**src/rtl/spi_rb_pkg.sv**
```systemverilog
package spi_rb_pkg;
  localparam int ADDR_W      = 7;
  localparam int DATA_W      = 8;
  localparam int NREG        = 14;
  localparam int OLC_IDX     = 7;
  localparam int SHORT_L_BIT = 3;
  localparam int SHORT_R_BIT = 7;

  // address of the k-th mapped register, ascending
  function automatic logic [ADDR_W-1:0] reg_addr(input int idx);
    logic [ADDR_W-1:0] a;
    case (idx)
      10:      a = 7'h0A;
      11:      a = 7'h0C;
      12:      a = 7'h10;
      13:      a = 7'h11;
      default: a = ADDR_W'(idx);
    endcase
    return a;
  endfunction

  function automatic logic [DATA_W-1:0] reg_reset(input int idx);
    logic [DATA_W-1:0] v;
    case (idx)
      1, 2:    v = 8'h05;
      3, 4:    v = 8'h08;
      7:       v = 8'h22;
      8:       v = 8'h09;
      13:      v = 8'h0F;
      default: v = 8'h00;
    endcase
    return v;
  endfunction
endpackage

```
**src/rtl/spi_rb_sync.sv**
```systemverilog
module spi_rb_sync #(
  parameter int               WIDTH   = 3,
  parameter int               STAGES  = 2,
  parameter logic [WIDTH-1:0] RST_VAL = '0
) (
  input  logic             clk,
  input  logic             rst_n,
  input  logic [WIDTH-1:0] d_i,
  output logic [WIDTH-1:0] q_o
);
  logic [WIDTH-1:0] pipe [STAGES];

  for (genvar g = 0; g < STAGES; g++) begin : g_stage
    if (g == 0) begin : g_first
      always_ff @(posedge clk or negedge rst_n) begin
        if (!rst_n) pipe[g] <= RST_VAL;
        else        pipe[g] <= d_i;
      end
    end else begin : g_next
      always_ff @(posedge clk or negedge rst_n) begin
        if (!rst_n) pipe[g] <= RST_VAL;
        else        pipe[g] <= pipe[g-1];
      end
    end
  end

  assign q_o = pipe[STAGES-1];
endmodule

```
**src/rtl/spi_rb_shifter.sv**
```systemverilog
module spi_rb_shifter
  import spi_rb_pkg::*;
(
  input  logic              clk,
  input  logic              rst_n,
  input  logic              csn_s,
  input  logic              sclk_s,
  input  logic              mosi_s,
  input  logic [DATA_W-1:0] rd_data_i,
  output logic              rd_pulse_o,
  output logic [ADDR_W-1:0] rd_addr_o,
  output logic              wr_pulse_o,
  output logic [ADDR_W-1:0] wr_addr_o,
  output logic [DATA_W-1:0] wr_data_o,
  output logic              miso_o,
  output logic              miso_oe_o
);
  localparam int HDR   = 1 + ADDR_W;
  localparam int FRAME = HDR + DATA_W;
  localparam int CNT_W = $clog2(FRAME + 1);

  logic             sclk_q;
  logic [CNT_W-1:0] bit_cnt;
  logic [FRAME-1:0] in_sh;
  logic [DATA_W-1:0] out_sh;
  logic             fall_evt, rise_evt;

  assign fall_evt = sclk_q & ~sclk_s;
  assign rise_evt = ~sclk_q & sclk_s;

  always_ff @(posedge clk or negedge rst_n) begin
    if (!rst_n) sclk_q <= 1'b0;
    else        sclk_q <= sclk_s;
  end

  always_ff @(posedge clk or negedge rst_n) begin
    if (!rst_n) begin
      bit_cnt    <= '0;
      in_sh      <= '0;
      out_sh     <= '0;
      rd_pulse_o <= 1'b0;
      wr_pulse_o <= 1'b0;
      miso_oe_o  <= 1'b0;
    end else if (csn_s) begin
      bit_cnt    <= '0;
      out_sh     <= '0;
      rd_pulse_o <= 1'b0;
      wr_pulse_o <= 1'b0;
      miso_oe_o  <= 1'b0;
    end else begin
      miso_oe_o  <= 1'b1;
      rd_pulse_o <= 1'b0;
      wr_pulse_o <= 1'b0;
      if (fall_evt && bit_cnt < CNT_W'(FRAME)) begin
        in_sh   <= {in_sh[FRAME-2:0], mosi_s};
        bit_cnt <= bit_cnt + 1'b1;
        if (bit_cnt == CNT_W'(HDR - 1))   rd_pulse_o <= in_sh[HDR-2];
        if (bit_cnt == CNT_W'(FRAME - 1)) wr_pulse_o <= ~in_sh[FRAME-2];
      end
      if (rd_pulse_o) out_sh <= rd_data_i;
      else if (rise_evt && bit_cnt > CNT_W'(HDR)) out_sh <= {out_sh[DATA_W-2:0], 1'b0};
    end
  end

  assign rd_addr_o = in_sh[ADDR_W-1:0];
  assign wr_addr_o = in_sh[DATA_W +: ADDR_W];
  assign wr_data_o = in_sh[DATA_W-1:0];
  assign miso_o    = out_sh[DATA_W-1];

  assert_idle_quiet_R5: assert property (@(posedge clk) disable iff (!rst_n)
    csn_s |=> !miso_oe_o);
  assert_cs_restart_R6: assert property (@(posedge clk) disable iff (!rst_n)
    csn_s |=> bit_cnt == '0);
  assert_commit_full_R3: assert property (@(posedge clk) disable iff (!rst_n)
    wr_pulse_o |-> (bit_cnt == CNT_W'(FRAME)) && $past(fall_evt));
  assert_load_hdr_R4: assert property (@(posedge clk) disable iff (!rst_n)
    rd_pulse_o |-> bit_cnt == CNT_W'(HDR));
endmodule

```
**src/rtl/spi_rb_regfile.sv**
```systemverilog
module spi_rb_regfile
  import spi_rb_pkg::*;
(
  input  logic               clk,
  input  logic               rst_n,
  input  logic               wr_pulse_i,
  input  logic [ADDR_W-1:0]  wr_addr_i,
  input  logic [DATA_W-1:0]  wr_data_i,
  input  logic [ADDR_W-1:0]  rd_addr_i,
  output logic [DATA_W-1:0]  rd_data_o,
  input  logic               short_l_i,
  input  logic               short_r_i,
  output logic [NREG*DATA_W-1:0] cfg_o
);
  logic [DATA_W-1:0] regs [NREG];
  logic [NREG-1:0]   wr_hit;
  logic              olc_wr, live_q;
  logic [DATA_W-1:0] olc_q;

  for (genvar k = 0; k < NREG; k++) begin : g_reg
    assign wr_hit[k] = wr_pulse_i && (wr_addr_i == reg_addr(k));
    assign cfg_o[k*DATA_W +: DATA_W] = regs[k];
    always_ff @(posedge clk or negedge rst_n) begin
      if (!rst_n)         regs[k] <= reg_reset(k);
      else if (wr_hit[k]) regs[k] <= wr_data_i;
      else if (k == OLC_IDX) begin
        if (short_l_i) regs[k][SHORT_L_BIT] <= 1'b1;
        if (short_r_i) regs[k][SHORT_R_BIT] <= 1'b1;
      end
    end
  end

  always_comb begin
    rd_data_o = '1;
    for (int k = 0; k < NREG; k++)
      if (rd_addr_i == reg_addr(k)) rd_data_o = regs[k];
  end

  assign olc_wr = wr_hit[OLC_IDX];
  assign olc_q  = regs[OLC_IDX];

  always_ff @(posedge clk or negedge rst_n) begin
    if (!rst_n) live_q <= 1'b0;
    else        live_q <= 1'b1;
  end

  assert_sticky_set_R8: assert property (@(posedge clk) disable iff (!rst_n)
    live_q && $past(short_l_i) && !$past(olc_wr) |-> olc_q[SHORT_L_BIT]);
  assert_sticky_hold_R8: assert property (@(posedge clk) disable iff (!rst_n)
    live_q && $past(olc_q[SHORT_R_BIT]) && !$past(olc_wr) |-> olc_q[SHORT_R_BIT]);
  assert_write_load_R3: assert property (@(posedge clk) disable iff (!rst_n)
    live_q && $past(olc_wr) |-> olc_q == $past(wr_data_i));
endmodule

```
**src/rtl/spi_regbank.sv**
```systemverilog
module spi_regbank
  import spi_rb_pkg::*;
#(
  parameter int SYNC_STAGES = 2
) (
  input  logic                   clk,
  input  logic                   rst_n,
  input  logic                   spi_csn_i,
  input  logic                   spi_sclk_i,
  input  logic                   spi_mosi_i,
  output logic                   spi_miso_o,
  output logic                   spi_miso_oe_o,
  input  logic                   short_l_i,
  input  logic                   short_r_i,
  output logic [NREG*DATA_W-1:0] cfg_o
);
  logic [2:0]        pins_s;
  logic              rd_pulse, wr_pulse;
  logic [ADDR_W-1:0] rd_addr, wr_addr;
  logic [DATA_W-1:0] rd_data, wr_data;

  spi_rb_sync #(.WIDTH(3), .STAGES(SYNC_STAGES), .RST_VAL(3'b100)) u_sync (
    .clk(clk), .rst_n(rst_n),
    .d_i({spi_csn_i, spi_sclk_i, spi_mosi_i}),
    .q_o(pins_s)
  );

  spi_rb_shifter u_shift (
    .clk(clk), .rst_n(rst_n),
    .csn_s(pins_s[2]), .sclk_s(pins_s[1]), .mosi_s(pins_s[0]),
    .rd_data_i(rd_data),
    .rd_pulse_o(rd_pulse), .rd_addr_o(rd_addr),
    .wr_pulse_o(wr_pulse), .wr_addr_o(wr_addr), .wr_data_o(wr_data),
    .miso_o(spi_miso_o), .miso_oe_o(spi_miso_oe_o)
  );

  spi_rb_regfile u_regs (
    .clk(clk), .rst_n(rst_n),
    .wr_pulse_i(wr_pulse), .wr_addr_i(wr_addr), .wr_data_i(wr_data),
    .rd_addr_i(rd_addr), .rd_data_o(rd_data),
    .short_l_i(short_l_i), .short_r_i(short_r_i),
    .cfg_o(cfg_o)
  );
endmodule

```
**config.mk**
```make
export PLATFORM = sky130hd
export DESIGN_NAME = spi_regbank
export DESIGN_NICKNAME = d
export VERILOG_FILES = /design/src/rtl/spi_rb_pkg.sv /design/src/rtl/spi_rb_sync.sv /design/src/rtl/spi_rb_shifter.sv /design/src/rtl/spi_rb_regfile.sv /design/src/rtl/spi_regbank.sv
export SDC_FILE = /design/constraint.sdc
export NUM_CORES = 1
export LEC_CHECK = 0
export BUFFER_PORTS_ARGS = -buffer_cell sky130_fd_sc_hd__buf_2
export CORE_UTILIZATION = 40
export CTS_CLUSTER_SIZE = 30
export DETAILED_ROUTE_END_ITERATION = 12
export PLACE_DENSITY_LB_ADDON = 0.08
export RECOVER_POWER = 25
export SLEW_MARGIN = 25
export SYNTH_ARGS = -nofsm -noshare
export SYNTH_HDL_FRONTEND = slang
export SYNTH_HIERARCHICAL = 1
export SYNTH_SLANG_ARGS = --single-unit
```
**constraint.sdc**
```tcl
create_clock -name clk -period 2.15 [get_ports clk]
set_input_delay 0.43 -clock clk [delete_from_list [all_inputs] [get_ports clk]]
set_output_delay 0.43 -clock clk [all_outputs]
set_load 0.03 [all_outputs]
```
==> results.yml, run 1 <==
min_path:
  worstHoldStart: "spi_csn_i"
  hold_path_class: "primary input to register"
  hold-path-endpoint: "u_sync/pipe[5]"
  min_path_cells: 1
sta:
  finalCriticalPeriod_ns: 2.10
  whs_ns: 0.0961
  worstMarginPinSlew_ns: 1.28
  fin_skew_ns: 0.00949
  tns_ns: 0
  rsz0062_at_grt: "yes"
  fmax_mhz: 476
  final_hold_viol_count: 0
  fin_crit_sh: 0.978
  setup_viol: 0
  drv_slew: 0
  slew_headroom: 0.146
placement:
  place.gp.congestion: 0.844
  port-buffer-count: 120
  dp.cells: 935
  dp_hpwl_mm: 15.6
cts:
  cts-root-buf: "clkbuf_16"
  cts_tree: "yes"
  cts_max_level: 4
  clock_sinks: 150
  clk_pin_slew_worst_paths_ns: 0.07
  numCtsBuffers: 17
  insertion_delay_ns: 0.43
  cts_max_path_buffers: 2
worst_setup_path:
  path_buf_inv: 3
  reg2reg_slack_ns: 0.05
  slowest_stage: "mux4_2"
  crit_path_end_kind: "register"
  r2r_cells: 8
  crit_type: "register to register"
  timing.rr.end: "u_shift/out_sh[3]"
  critPathMaxStageDelay_ns: 0.49
  cp.arrival_ns: 2.42
  worstSetupStartpointType: "register"
  r2r_start: "u_shift/in_sh[0]"
  worstPathMaxFanout: 24
  worstPathRequired_ns: 2.47
  path_cells: "buf_4, buf_12, mux2i_1, mux4_2, nand4_1, a221o_1, inv_1, a221oi_1"
  path_delay_family: "multiplexers"
yosys:
  synthCells: 583
  syn-num-nets: 593
  synth_ff_type: "dfrtp_1"
  synth_area_leaders: "dfrtp_1, mux2_2, dfstp_2, mux2i_1, mux4_2"
  synth_top_area_frac: 0.447
  yosysWarningCount: 6
  synth.distinct_cells: 70
  yosys.area.top_type: "dfrtp_1"
  ys_ff_latch: 150
  synth_seq_area_share: 0.504
  async_reset_ff_frac: 1.00
  syn_area_per_cell_sq_um: 12.9
  synth_edf_count: 0
  synth_area_sq_mm: 0.00749
global_route:
  grt_pass1_vias: 5638
  antenna_found_initial: 0
  grt_pass1_wl_mm: 33.9
  grt-ovfl-total: 0
  grt_max_degree: 49
  grt_usage: 0.235
flow_run:
  maxCapViolations: 0
route:
  ant_nets: 0
  routedWlPerCell_um: 22.6
  vias_per_cell: 5.57
  vias: 5402
  wl_mm: 21.9
  drt_iter0_drc: 355
  first_pass_iters: 7
  drc: 0
floorplan:
  rows: 49
  dieArea_sq_mm: 0.0193
  fp.dieW_um: 139
  start_util: 0.413
  die_h_um: 139
  design.core.area_sq_mm: 0.0181
  ios: 121
finish:
  final_common_cell: "dfrtp_1"
  finalNetCount: 738
  final_cell_mix: "dfrtp_1, mux2_2, buf_2, buf_4, nand2_1"
  diodes: 0
  syn_to_final_growth_pct: 21.7
  drive_gt1_frac: 0.528
  final_cells: 970
pwr:
  irDropWorstVdd_mv: 0.674
  power.total_mw: 8.20
  p_leak_nw: 4.54
  power_density_mw_per_mm2: 899
status:
  status: "complete, no violations"
==> layout make-up <==
cell class / instances / area (sq um)
Multi-Input combinational cell: 360 / 3320
Tap cell: 229 / 287
Clock inverter: 14 / 156
Inverter: 20 / 75.1
Timing Repair Buffer: 179 / 1080
Fill cell: 1665 / 9020
Clock buffer: 18 / 429
Sequential cell: 150 / 3780
==> what timing repair did <==
item                                    in CTS  in global routing
hold buffers                                 1                  0
setup buffers                                0                  3
gates resized for setup                      0                  9
hold endpoints to repair                    38                  0
endpoints found under the setup margin       0                  7
==> registers in the layout, summed over array words and instances (netlist names) <==
| name | count |
|---|---|
| u_sync/pipe | 3 |
| u_shift/miso_oe_o | 1 |
| u_shift/sclk_q | 1 |
| u_shift/wr_pulse_o | 1 |
| u_shift/bit_cnt | 5 |
| u_shift/out_sh | 8 |
| u_regs/cfg_o | 104 |
| u_shift/in_sh | 15 |
| u_shift/rd_pulse_o | 1 |
| u_sync/q_o | 3 |
| u_regs/olc_q | 8 |
==> Yosys cell counts (all sizes together) (2+ instances only) <==
master / instances
dfrtp: 134
mux2: 127
nand2: 29
buf: 28
clkbuf: 24
inv: 20
mux2i: 18
nand4: 17
dfstp: 16
nor3: 13
nor2: 12
o21ai: 12
mux4: 8
nand2b: 8
nand4b: 8
a211oi: 7
a221oi: 7
a41oi: 7
o22ai: 7
o31ai: 7
a21oi: 6
nand3: 6
nor2b: 6
nor3b: 6
a221o: 4
and2: 4
or3: 4
ha: 3
nand4bb: 3
nor4: 3
nor4b: 3
or3b: 3
a2111oi: 2
and3: 2
nand3b: 2
o2111ai: 2
==> worst register-to-register path: cells and delay by family, from the launching register on <==
kind                   cells  cell delay [ns]
multiplexers               2             0.64
flip-flops                 1             0.45
AO/OA/AOI/OAI              2             0.43
buffers and inverters      3             0.37
AND/OR/NAND/NOR            1             0.12
==> power breakdown <==
| part | internal, mW | switching (mW) |
|---|---|---|
| Combinational | 0.862 | 1.26 |
| Sequential | 2.91 | 0.182 |
| Clock | 1.65 | 1.34 |
==> metrics by stage <==
step | util | setup WS, ns | area (sq um)
after floorplan | - | 0.198 | 7490
after global placement | 0.468 | 0.0489 | 8490
after detailed placement | 0.468 | 0.0549 | 8490
after CTS | 0.501 | 0.0276 | 9080
after global routing | 0.503 | -0.0398 | 9120
final | 0.503 | 0.0481 | 9120
==> kinds of logic (layout without fill, tap and decap cells) <==
kind of cell	count (synthesis)	in the layout	share of synthesized area
buf+inv	73	231	0.0581
compound gates	71	71	0.0736
flops	150	150	0.504
fa+ha+maj	3	3	0.00501
simple gates	133	133	0.120
mux	153	153	0.240
==> how the worst max path moves through the flow <==
stage,start,endpoint,slack [ns],cells past startpoint
6_report,u_shift/in_sh[0],u_shift/out_sh[3],0.05,8
5_1_grt,u_shift/in_sh[0],u_shift/out_sh[3],-0.04,8
4_1_cts,u_shift/in_sh[0],u_shift/out_sh[7],0.03,7
3_5_place_dp,u_shift/in_sh[0],u_shift/out_sh[7],0.05,7
3_3_place_gp,u_shift/in_sh[0],u_shift/out_sh[7],0.05,7
2_1_floorplan,u_shift/in_sh[6],u_shift/out_sh[2],0.20,7
==> per-layer routing <==
metal	global-route usage	vias up	share of wire
met2	0.375	174	0.48
li1	-	2449	-
met5	0	-	0
met4	0.0842	0	0.026
met1	0.315	2754	0.45
met3	0.0518	25	0.046
No activity file was read; power rests on OpenSTA's default activity.
==> run 2: changes to the inputs <==
- BUFFER_PORTS_ARGS: -buffer_cell sky130_fd_sc_hd__buf_2 -> -buffer_cell sky130_fd_sc_hd__buf_4
- CTS_BUF_LIST: default -> sky130_fd_sc_hd__clkbuf_8
==> run 2 against run 1 <==
Net effect: the run now ends with negative setup slack left; via count rose by 1.4%; largest power group unchanged; non-clock buffer count rose by 1; worst setup slack got worse by 0.054 ns; largest cell class unchanged; critical path type unchanged; sequential share of layout area fell by 0.88 points; global-route usage rose by 0.26 points.
==> results.yml, run 2 (synthesized netlist as in run 1, its figures left out) <==
sta:
  final_hold_viol_count: 0
  drv_slew: 0
  rsz0062_at_grt: "yes"
  finalCriticalPeriod_ns: 2.16
  fin_crit_sh: 1.00
  setup_ws_ns: -0.00585
  setup_viol: 1
  slew_headroom: 0.0951
  fmax_mhz: 464
  worstMarginPinSlew_ns: 1.36
  fin_skew_ns: 0.0187
route:
  vias_per_cell: 5.64
  vias: 5477
  drc: 0
  drt_iter0_drc: 350
  wl_mm: 22.5
  first_pass_iters: 7
  ant_nets: 0
  routedWlPerCell_um: 23.1
global_route:
  grt_use_met2: 0.376
  grt_pass1_vias: 5509
  grt_max_degree: 49
  grt_pass1_wl_mm: 34.1
  grt-ovfl-total: 0
  grt_util_met1: 0.328
  antenna_found_initial: 0
  grt.met3_usage: 0.0542
  grt-busiest-layer: "met2"
  grt_usage: 0.238
cts:
  cts-root-buf: "clkbuf_8"
  numCtsBuffers: 17
  clock_sinks: 150
  insertion_delay_ns: 0.46
  cts_max_path_buffers: 2
  clk_pin_slew_worst_paths_ns: 0.09
  cts_tree: "yes"
  cts_max_level: 4
floorplan:
  dieArea_sq_mm: 0.0193
  ios: 121
  rows: 49
  die_h_um: 139
  design.core.area_sq_mm: 0.0181
  fp.dieW_um: 139
  start_util: 0.413
finish:
  largest_register_ffs: 104
  register_area_sq_mm: 0.00378
  stdcell_area_sq_mm: 0.00932
  final_cell_mix: "buf_4, dfrtp_1, mux2_2, nand2_1, inv_1"
  final_common_cell: "buf_4"
  nFillCells: 1630
  syn_to_final_growth_pct: 24.4
  finalNetCount: 739
  drive_gt1_frac: 0.535
  multi_input_area_sq_mm: 0.00335
  diodes: 0
worst_setup_path:
  worstSetupStartpointType: "register"
  r2r_cells: 8
  crit_type: "register to register"
  cp.arrival_ns: 2.51
  worstPathRequired_ns: 2.50
  critPathMaxStageDelay_ns: 0.43
  cp_common_cell: "buf_12"
  slowest_stage: "dfrtp_2"
  crit_path_end_kind: "register"
  worstPathMaxFanout: 5
  path_cells: "buf_12, buf_12, mux4_2, nor4_4, a41o_1, a222oi_1, inv_1, a221oi_2"
placement:
  place.gp.congestion: 0.822
  port-buffer-count: 120
  dp_hpwl_mm: 15.9
  place_area_sq_mm: 0.00884
pwr:
  comb_power_share: 0.312
  switchingPower_mw: 2.76
  p_int_mw: 4.69
  power_density_mw_per_mm2: 799
  clkPwrFrac: 0.277
  irDropWorstVdd_mv: 0.483
  p_leak_nw: 4.47
  swShare: 0.370
  pwr-share-seq: 0.412
  power.total_mw: 7.45
min_path:
  min_path_cells: 1
  hold_path_class: "primary input to register"
flow_run:
  maxCapViolations: 0
status:
  violations: "negative setup slack"
  status: "complete, but fails checks"
[run 2: cell types whose count changed in the layout (fill, tap and decap cells not counted), sizes merged]
| cell | before | now |
|---|---|---|
| inv | 29 | 27 |
| clkinv | 2 | 6 |
| bufinv | 1 | 0 |
| clkbuf | 21 | 23 |
| buf | 175 | 173 |
[run 2: metal layers]
metal	wire length, um	vias to the layer above
met5	0	-
met4	385	0
met3	1160	18
met2	10800	173
met1	10100	2826
li1	-	2460
[run 2: power groups by stage]
stage	Sequential (mW)	Clock (mW)	Combinational [mW]
2_1_floorplan	3.07	0	1.48
3_3_place_gp	3.11	0	2.12
3_5_place_dp	3.12	0	2.13
4_1_cts	3.06	2.12	2.14
5_1_grt	3.08	2.25	2.49
6_report	3.07	2.06	2.32
[run 2: final cells by class]
cell class,count,share of cell area
clock buffer,17,0.0251
clock inverter,15,0.0152
inverter,20,0.00805
multi-input combinational,360,0.360
sequential,150,0.405
tap,229,0.0307
timing repair buffer,180,0.156
[run 2: critical path: cells and delay by family, from the launching register on]
family / cells / cell delay, ns
compound gates: 3 / 0.81
buf+inv: 3 / 0.37
flops: 1 / 0.43
mux: 1 / 0.38
simple gates: 1 / 0.05
[run 2: stage by stage]
step                      setup slack, ns  hold WS, ns  std cells   util  TNS [ns]
after floorplan                     0.198        0.134        583      -         0
after global placement             0.0509        0.347        935  0.487         0
after detailed placement           0.0477        0.336        935  0.487         0
after CTS                         0.00325       0.0547        968  0.508         0
after global routing               -0.112       0.0517        971  0.514    -0.299
final                            -0.00585       0.0834        971  0.514  -0.00585
[run 2: path summary, 6_finish.rpt]
check	start	to	slack [ns]
setup / recovery	u_shift/in_sh[0]	u_shift/out_sh[5]	-0.006
hold / removal	spi_csn_i	u_sync/pipe[5]	0.08
setup reg to reg	u_shift/in_sh[0]	u_shift/out_sh[5]	-0.006
hold reg to reg	u_sync/pipe[5]	u_sync/q_o[2]	0.36
max in group asynchronous	rst_n	u_regs/cfg_o[106]	0.33
min in group asynchronous	rst_n	u_shift/bit_cnt[2]	0.82
[run 2: repair_timing]
item	in CTS	in global routing
resized for setup	0	16
endpoints found under the hold margin	41	0
hold buffers	1	0
setup endpoints to repair	0	8
buffers inserted	0	3
==> run 3: changes to the inputs <==
- CORE_UTILIZATION: 40 -> 35
==> run 3 against run 2 <==
Net effect: fmax rose by 1.4%; sequential power barely moved; the run now ends clean; cell count rose by 4.4%; clock-buffer cell count did not move; via count barely moved; critical path depth fell by 1; wire length rose by 0.54%; critical endpoint unchanged; critical path type unchanged; total power rose by 2.5%; combinational power fell by 3%.
==> results.yml, run 3 (synthesized netlist as in run 1, its figures left out) <==
status:
  status: "complete, no violations"
pwr:
  p_leak_nw: 4.47
  clkPwrFrac: 0.305
  irDropWorstVdd_mv: 0.368
  pwr-share-seq: 0.400
  switchingPower_mw: 2.75
  power_density_mw_per_mm2: 818
  comb_power_share: 0.295
  swShare: 0.360
  p_int_mw: 4.89
placement:
  dp_hpwl_mm: 16.3
  port-buffer-count: 120
  place.gp.congestion: 0.876
  pre_cts_slack_ns: 0.0541
route:
  first_pass_iters: 7
  vias_per_cell: 5.40
  drt_iter0_drc: 370
  drc: 0
  ant_nets: 0
  wl_mm: 22.6
  routedWlPerCell_um: 22.3
  vias: 5479
finish:
  final_common_cell: "buf_4"
  drive_gt1_frac: 0.525
  register_area_sq_mm: 0.00378
  final_cell_mix: "buf_4, dfrtp_1, mux2_2, nand2_1, inv_1"
  syn_to_final_growth_pct: 24.6
  nFillCells: 1958
  largest_register_ffs: 104
  diodes: 0
  multi_input_area_sq_mm: 0.00332
  finalNetCount: 736
cts:
  clk_pin_slew_worst_paths_ns: 0.09
  cts_max_path_buffers: 2
  cts_tree: "yes"
  numCtsBuffers: 17
  cts-root-buf: "clkbuf_8"
  cts_max_level: 4
  clock_sinks: 150
  insertion_delay_ns: 0.47
sta:
  final_hold_viol_count: 0
  fin_crit_sh: 0.989
  setup_ws_ns: 0.0233
  fmax_mhz: 470
  fin_skew_ns: 0.0120
  setup_viol: 0
  finalCriticalPeriod_ns: 2.13
  rsz0062_at_grt: "yes"
  slew_headroom: 0.377
  tns_ns: 0
  drv_slew: 0
  worstMarginPinSlew_ns: 0.935
global_route:
  antenna_found_initial: 0
  grt_pass1_vias: 5600
  grt_max_degree: 53
  grt_usage: 0.213
  grt-ovfl-total: 0
  grt_pass1_wl_mm: 34.5
floorplan:
  dieArea_sq_mm: 0.0220
  rows: 53
  ios: 121
  fp.dieW_um: 148
  die_h_um: 148
  start_util: 0.357
  design.core.area_sq_mm: 0.0210
min_path:
  min_path_cells: 1
  worstHoldStart: "spi_csn_i"
  hold_path_class: "primary input to register"
  hold-path-endpoint: "u_sync/pipe[5]"
worst_setup_path:
  cp.arrival_ns: 2.50
  r2r_cells: 7
  worstSetupStartpointType: "register"
  r2r_start: "u_shift/in_sh[0]"
  worstPathRequired_ns: 2.52
  crit_type: "register to register"
  reg2reg_slack_ns: 0.02
  crit_path_end_kind: "register"
  timing.rr.end: "u_shift/out_sh[5]"
  worstPathMaxFanout: 13
flow_run:
  maxCapViolations: 0
## run 3: area by class of cell
cell class	instances	share of cell area
Sequential cell	150	0.404
Clock buffer	17	0.0251
Clock inverter	15	0.0193
Timing Repair Buffer	177	0.150
Inverter	20	0.00804
Multi-Input combinational cell	360	0.356
Tap cell	275	0.0369
## run 3: stage by stage
step           hold WS [ns]  power [mW]  std cells   util  area [sq um]
2_1_floorplan         0.134        4.55        583      -          7490
5_1_grt              0.0194        8.02       1014  0.444          9340
6_report             0.0614        7.64       1014  0.444          9340
3_5_place_dp          0.345        5.24        979  0.422          8870
3_3_place_gp          0.341        5.24        979  0.422          8870
4_1_cts              0.0308        7.59       1012  0.442          9290
## run 3: worst max-delay path by stage
stage / slack, ns / from / cells after the start / endpoint
5_1_grt: -0.08 / u_shift/in_sh[0] / 7 / u_shift/out_sh[5]
3_5_place_dp: 0.05 / u_shift/in_sh[0] / 7 / u_shift/out_sh[7]
4_1_cts: 0.03 / u_shift/in_sh[0] / 7 / u_shift/out_sh[1]
2_1_floorplan: 0.20 / u_shift/in_sh[6] / 7 / u_shift/out_sh[2]
3_3_place_gp: 0.09 / u_shift/in_sh[0] / 7 / u_shift/out_sh[7]
6_report: 0.02 / u_shift/in_sh[0] / 7 / u_shift/out_sh[5]
## run 3: critical path: stages (launching register included)
cell	delay (ns)
dfrtp_2	0.48
buf_12	0.18
mux4_2	0.38
nor4_2	0.05
a41o_1	0.22
a222oi_1	0.34
inv_1	0.11
a221oi_2	0.27
## run 3: power groups by stage
stage	Combinational, mW	Clock, mW	Sequential (mW)
2_1_floorplan	1.48	0	3.07
3_3_place_gp	2.15	0	3.09
3_5_place_dp	2.15	0	3.09
4_1_cts	2.16	2.39	3.04
5_1_grt	2.42	2.52	3.07
6_report	2.26	2.33	3.05
## run 3: what timing repair did
action,in CTS,in global routing
hold buffers,1,0
endpoints found under the hold margin,45,0
setup endpoints to repair,0,6
gates resized for setup,0,9
setup buffers,0,1
## run 3: layer usage
layer	wire length (um)	vias up	share of wire	GRT usage
li1	-	2445	-	-
met1	10500	2855	0.46	0.289
met2	10800	153	0.48	0.332
met3	972	26	0.043	0.0497
met4	384	0	0.017	0.0722
met5	0	-	0	0
